## src/rtl/opsh_pkg.sv

```systemverilog
package opsh_pkg;
  localparam int AMT_W = 8;

  typedef enum logic [1:0] {
    SH_LSL = 2'b00,
    SH_LSR = 2'b01,
    SH_ASR = 2'b10,
    SH_ROR = 2'b11
  } shKind_e;

  typedef struct packed {
    logic             passImm;
    shKind_e          kind;
    logic [AMT_W-1:0] amount;
  } shCtrl_t;
endpackage

```

## src/rtl/opsh_ctrl.sv

```systemverilog
module opsh_ctrl
  import opsh_pkg::*;
#(
  parameter int FIELD_W = 12,
  parameter int IDX_W   = 4,
  parameter int DATA_W  = 32
) (
  input  logic [FIELD_W-1:0] opField,
  input  logic               immSel,
  input  logic [DATA_W-1:0]  rsValue,
  output shCtrl_t            ctrl,
  output logic [IDX_W-1:0]   rmIdx,
  output logic [IDX_W-1:0]   rsIdx
);
  localparam int CNT_W   = 5;
  localparam int CNT_LSB = FIELD_W - CNT_W;
  localparam int RS_LSB  = FIELD_W - IDX_W;
  localparam int REG_BIT = 4;

  logic regCount;

  always_comb begin
    regCount     = opField[REG_BIT];
    rmIdx        = opField[IDX_W-1:0];
    rsIdx        = opField[FIELD_W-1:RS_LSB];
    ctrl.passImm = immSel;
    ctrl.kind    = shKind_e'(opField[6:5]);
    if (regCount)
      ctrl.amount = rsValue[AMT_W-1:0];
    else
      ctrl.amount = AMT_W'(opField[FIELD_W-1:CNT_LSB]);
  end


  always_comb begin
    if (!immSel && opField[REG_BIT])
      rs_low_byte_chk: assert (ctrl.amount == rsValue[AMT_W-1:0]);
  end


  always_comb begin
    if (!immSel && !opField[REG_BIT])
      field_count_range_chk: assert (ctrl.amount < AMT_W'(32));
  end
endmodule

```

## src/rtl/opsh_datapath.sv

```systemverilog
module opsh_datapath
  import opsh_pkg::*;
#(
  parameter int FIELD_W = 12,
  parameter int DATA_W  = 32
) (
  input  shCtrl_t            ctrl,
  input  logic [FIELD_W-1:0] opField,
  input  logic [DATA_W-1:0]  rmValue,
  input  logic               carryIn,
  output logic [DATA_W-1:0]  shiftOut,
  output logic               carryOut
);
  localparam int ROT_W  = $clog2(DATA_W);
  localparam int WIDE_W = 2*DATA_W + 1;

  logic [WIDE_W-1:0] lslWide;
  logic [DATA_W:0]   lsrWide;
  logic [DATA_W:0]   asrWide;
  logic [DATA_W-1:0] rotStage [0:ROT_W];
  logic              amtZero;

  assign amtZero = (ctrl.amount == '0);

  assign lslWide = {{(DATA_W+1){1'b0}}, rmValue} << ctrl.amount;
  assign lsrWide = {rmValue, 1'b0} >> ctrl.amount;
  assign asrWide = $signed({rmValue, 1'b0}) >>> ctrl.amount;

  assign rotStage[0] = rmValue;
  for (genvar s = 0; s < ROT_W; s++) begin : g_rot
    localparam int STEP = 1 << s;
    assign rotStage[s+1] = ctrl.amount[s]
      ? {rotStage[s][STEP-1:0], rotStage[s][DATA_W-1:STEP]}
      : rotStage[s];
  end

  always_comb begin
    shiftOut = rmValue;
    carryOut = carryIn;
    if (ctrl.passImm) begin
      shiftOut = {{(DATA_W-FIELD_W){1'b0}}, opField};
      carryOut = carryIn;
    end else if (!amtZero) begin
      unique case (ctrl.kind)
        SH_LSL: begin
          shiftOut = lslWide[DATA_W-1:0];
          carryOut = lslWide[DATA_W];
        end
        SH_LSR: begin
          shiftOut = lsrWide[DATA_W:1];
          carryOut = lsrWide[0];
        end
        SH_ASR: begin
          shiftOut = asrWide[DATA_W:1];
          carryOut = asrWide[0];
        end
        SH_ROR: begin
          shiftOut = rotStage[ROT_W];
          carryOut = rotStage[ROT_W][DATA_W-1];
        end
        default: begin
          shiftOut = rmValue;
          carryOut = carryIn;
        end
      endcase
    end
  end


  always_comb begin
    if (ctrl.passImm)
      imm_upper_zero_chk: assert (shiftOut[DATA_W-1:FIELD_W] == '0 && carryOut == carryIn);
  end


  always_comb begin
    if (!ctrl.passImm && amtZero)
      zero_count_pass_chk: assert (shiftOut == rmValue && carryOut == carryIn);
  end


  always_comb begin
    if (!ctrl.passImm && ctrl.kind == SH_LSL && ctrl.amount > 8'(DATA_W))
      lsl_flush_chk: assert (shiftOut == '0 && !carryOut);
  end


  always_comb begin
    if (!ctrl.passImm && ctrl.kind == SH_LSR && !amtZero)
      lsr_top_clear_chk: assert (!shiftOut[DATA_W-1]);
  end


  always_comb begin
    if (!ctrl.passImm && ctrl.kind == SH_ASR)
      asr_sign_keep_chk: assert (shiftOut[DATA_W-1] == rmValue[DATA_W-1]);
  end


  always_comb begin
    if (!ctrl.passImm && ctrl.kind == SH_ROR)
      ror_popcount_chk: assert ($countones(shiftOut) == $countones(rmValue));
  end
endmodule

```

## src/rtl/operand2_shifter.sv

```systemverilog
module operand2_shifter
  import opsh_pkg::*;
#(
  parameter int FIELD_W = 12,
  parameter int IDX_W   = 4,
  parameter int DATA_W  = 32
) (
  input  logic [FIELD_W-1:0] opField,
  input  logic               immSel,
  input  logic [DATA_W-1:0]  rmValue,
  input  logic [DATA_W-1:0]  rsValue,
  input  logic               carryIn,
  output logic [IDX_W-1:0]   rmIdx,
  output logic [IDX_W-1:0]   rsIdx,
  output logic [DATA_W-1:0]  shiftOut,
  output logic               carryOut
);
  shCtrl_t ctrl;

  opsh_ctrl #(.FIELD_W(FIELD_W), .IDX_W(IDX_W), .DATA_W(DATA_W)) u_ctrl (
    .opField(opField),
    .immSel (immSel),
    .rsValue(rsValue),
    .ctrl   (ctrl),
    .rmIdx  (rmIdx),
    .rsIdx  (rsIdx)
  );

  opsh_datapath #(.FIELD_W(FIELD_W), .DATA_W(DATA_W)) u_dp (
    .ctrl    (ctrl),
    .opField (opField),
    .rmValue (rmValue),
    .carryIn (carryIn),
    .shiftOut(shiftOut),
    .carryOut(carryOut)
  );
endmodule

```

## config.mk

```make
export PLATFORM = sky130hd
export DESIGN_NAME = operand2_shifter
export DESIGN_NICKNAME = d
export VERILOG_FILES = /design/src/rtl/opsh_pkg.sv /design/src/rtl/opsh_ctrl.sv /design/src/rtl/opsh_datapath.sv /design/src/rtl/operand2_shifter.sv
export SDC_FILE = /design/constraint.sdc
export NUM_CORES = 1
export LEC_CHECK = 0
export BUFFER_PORTS_ARGS = -buffer_cell sky130_fd_sc_hd__buf_2
export CAP_MARGIN = 20
export CORE_AREA = 2 2 162 164
export DETAILED_ROUTE_END_ITERATION = 8
export DIE_AREA = 0 0 164 166
export GPL_ROUTABILITY_DRIVEN = 0
export PLACE_DENSITY_LB_ADDON = 0.1
export SYNTH_ARGS = -nofsm -noshare
export SYNTH_HDL_FRONTEND = slang
export SYNTH_SLANG_ARGS = --single-unit
```

## constraint.sdc

```tcl
create_clock -name vclk -period 3.3
set_input_delay 0.66 -clock vclk [all_inputs]
set_output_delay 0.66 -clock vclk [all_outputs]
set_load 0.02 [all_outputs]
```

==> results.py <==
metrics = {
    "route": {
        "detailroute.via_count": 12400,
        "drtIter0Drc": 1689,
        "per_cell_via_count_in_the_routed_design": 6.43,
        "antenna_violating_nets_post_route": 0,
        "route.final.wire_length_mm": 53.3,
        "route.detailed.drc": 0,
        "detail_route.wl_per_cell_microns": 27.8,
        "drt_pass1_iterations": 8,
    },
    "place": {
        "place_ws_ps": -1210,
        "place_hpwl_mm": 42.2,
        "total_placed_instance_area_sq_mm": 0.0118,
        "port_buffers": 95,
    },
    "floorplanning": {
        "die_w_microns": 164,
        "rows": 59,
        "die_h_microns": 166,
        "fp.coreArea_sq_mm": 0.0256,
        "design.die.area_sq_mm": 0.0272,
        "initial_utilization_pct": 29.3,
        "top_level_ports": 119,
    },
    "sta": {
        "grt_setup_unrepaired": "yes",
        "timing_hold_violations_final": 0,
        "slew_headroom_pct": 54.3,
        "post-route-min-period_ps": 3970,
        "maxClockFrequency_mhz": 252,
        "fin_ws_ps": -674,
        "fin_crit_sh_pct": 120,
        "final_number_of_max_transition_violations": 0,
        "max_slew.worst_pin.slew_ps": 679,
        "setup-violations-final": 33,
    },
    "grt": {
        "pin_count_of_the_biggest_net_entering_global_routing": 31,
        "antenna_found_initial": 1,
        "global_route.overflow_total": 0,
        "grt_use_total_pct": 37.5,
        "first_pass_grt_wire_length_mm": 76.5,
        "grt_pass1_vias": 11700,
    },
    "synth": {
        "synth.area.top_cells": "sky130_fd_sc_hd__mux2i_1, sky130_fd_sc_hd__o21ai_0, sky130_fd_sc_hd__nand2_1",
        "synth_adder_area_share_pct": 0,
        "area_fraction_in_and_or_nand_and_nor_cells_after_synthesis_pct": 20.0,
        "synth_largest_type_area_fraction_pct": 21.0,
        "synthXorXnorAreaFrac_pct": 0,
        "largest_family_of_logic_cells_by_synthesized_area": "compound AO/OA/AOI/OAI gates",
        "fraction_of_the_yosys_area_taken_by_sequential_cells_pct": 0,
        "yosys-top-cells-count": "sky130_fd_sc_hd__mux2i_1, sky130_fd_sc_hd__nand2_1, sky130_fd_sc_hd__o21ai_0",
        "synth.area.mux_share_pct": 30.8,
        "syn_area_per_cell_sq_um": 6.65,
        "syn-instance-count": 1131,
        "synth.yosys.warnings": 0,
        "syn_area_sq_mm": 0.00752,
        "synthDominantAreaCellType": "sky130_fd_sc_hd__mux2i_1",
        "post_synth_num_cell_types": 75,
        "mappedNetlistNets": 1209,
        "synthMostInstantiatedCell": "sky130_fd_sc_hd__mux2i_1",
        "synth-compound-area-share_pct": 38.7,
    },
    "setup_path": {
        "cp_data_required_time_ps": 2640,
        "cp-startpoint": "opField[4]",
        "worstSetupEndpointType": "primary output",
        "path_max_fanout": 6,
        "timing_worst_setup_path_type": "in2out",
        "crit_arrival_ps": 3310,
        "start_kind": "input pin",
    },
    "layout": {
        "post-route-cell-area_sq_mm": 0.0138,
        "fillers": 2476,
        "area_delta_synth_final_pct": 83.4,
        "seq_cell_count": 0,
        "seqCellArea_sq_um": 0,
        "drive_above_1_share_pct": 55.5,
        "num_antenna_cells": 0,
        "layout.clock_buffers": 0,
        "nets": 1666,
        "layout.core_utilization_pct": 53.8,
    },
    "min_path": {
        "hold_start": "opField[0]",
        "cells_on_worst_hold_path": 2,
        "hold_class": "in2out",
        "worstHoldEndpoint": "rmIdx[0]",
    },
    "power_and_ir_drop": {
        "worst_ir_drop_vdd_uv": 99.8,
        "reported_leakage_power_nw": 5.92,
        "power.density_cell_area_mw_per_mm2": 234,
        "totalPowerFinal_mw": 3.23,
    },
    "run_status": {
        "failed_checks": "negative setup slack",
        "result_of_the_run": "finished with violations",
    },
    "run": {
        "timing.max_cap.violations": 0,
    },
}
logic make-up after synthesis:
| family | Yosys count |
|---|---|
| AND/OR/NAND/NOR | 335 |
| AO/OA/AOI/OAI | 432 |
| multiplexers | 198 |
| buffers and inverters | 166 |
worst max path at each step:
stage,cells past startpoint,end
detailed placement,14,shiftOut[11]
CTS,13,shiftOut[2]
global placement,14,shiftOut[11]
finish,13,shiftOut[11]
floorplan,10,shiftOut[31]
global route,13,shiftOut[8]
cell usage in the layout (no fill, tap or decap), types with 9 or more instances in the layout:
master	count
sky130_fd_sc_hd__buf_4	448
sky130_fd_sc_hd__mux2i_1	115
sky130_fd_sc_hd__nand2_1	113
sky130_fd_sc_hd__nor2_1	84
sky130_fd_sc_hd__buf_2	62
sky130_fd_sc_hd__o21ai_0	59
sky130_fd_sc_hd__buf_6	57
sky130_fd_sc_hd__a21oi_1	54
sky130_fd_sc_hd__o22ai_1	32
sky130_fd_sc_hd__mux2i_4	30
sky130_fd_sc_hd__o21ai_1	24
sky130_fd_sc_hd__mux4_2	24
sky130_fd_sc_hd__buf_12	24
sky130_fd_sc_hd__inv_1	20
sky130_fd_sc_hd__nand3_1	19
sky130_fd_sc_hd__nor3_1	17
sky130_fd_sc_hd__a21oi_2	17
sky130_fd_sc_hd__o21ai_2	17
sky130_fd_sc_hd__o211ai_1	16
sky130_fd_sc_hd__o22ai_2	16
sky130_fd_sc_hd__mux2i_2	13
sky130_fd_sc_hd__nand2_2	13
sky130_fd_sc_hd__o221ai_1	11
sky130_fd_sc_hd__a211oi_2	11
sky130_fd_sc_hd__a221oi_2	11
sky130_fd_sc_hd__a31oi_1	10
sky130_fd_sc_hd__nand2b_1	10
sky130_fd_sc_hd__a211oi_1	10
sky130_fd_sc_hd__a22oi_1	10
sky130_fd_sc_hd__nor3_2	9
critical path, cell delays in order:
cell and delay, ps:
sky130_fd_sc_hd__buf_8 90, sky130_fd_sc_hd__mux2i_4 230, sky130_fd_sc_hd__buf_12 140, sky130_fd_sc_hd__buf_12 140, sky130_fd_sc_hd__mux2i_1 430, sky130_fd_sc_hd__mux2i_1 130
sky130_fd_sc_hd__o21a_2 290, sky130_fd_sc_hd__nor2_1 150, sky130_fd_sc_hd__o31ai_2 110, sky130_fd_sc_hd__a2111oi_4 540, sky130_fd_sc_hd__buf_4 190, sky130_fd_sc_hd__o31ai_2 50
sky130_fd_sc_hd__buf_4 160
power by group:
| group | internal (mW) | total, mW | switching [mW] | leakage (nW) |
|---|---|---|---|---|
| sequential | 0 | 0 | 0 | 0 |
| clock | 0 | 0 | 0 | 0 |
| combinational | 1.49 | 3.23 | 1.74 | 5.92 |
| total | 1.49 | 3.23 | 1.74 | 5.92 |
final cells by class:
type	count	area [sq um]	area share (%)
Tap cell	335	419	3.04
Inverter	21	78.8	0.572
Timing Repair Buffer	600	4960	36.0
Multi-Input combinational cell	965	8330	60.4
repair_timing:
item / 4_1_cts / 5_1_grt
resized for setup: 226 / 153
endpoints found under the setup margin: 33 / 33
gates cloned: 3 / 1
hold buffers: 0 / 0
pin swaps: 70 / 71
setup buffers: 29 / 14
metrics by stage:
stage                     TNS, ps  instances  hold slack, ps
after CTS                  -16140       1913            1560
after global placement     -24170       1882            1550
after global routing       -19640       1921            1570
after detailed placement   -24310       1882            1560
final                      -17250       1921            1560
after floorplan             -3730       1131            1430
metal layers:
| layer | track usage [%] | wire [microns] |
|---|---|---|
| met3 | 6.07 | 6330 |
| met1 | 52.1 | 21200 |
| met5 | 0 | 18 |
| met4 | 18.6 | 3830 |
| met2 | 55.8 | 22000 |
Note: power is estimated with default switching activity, not from simulation.
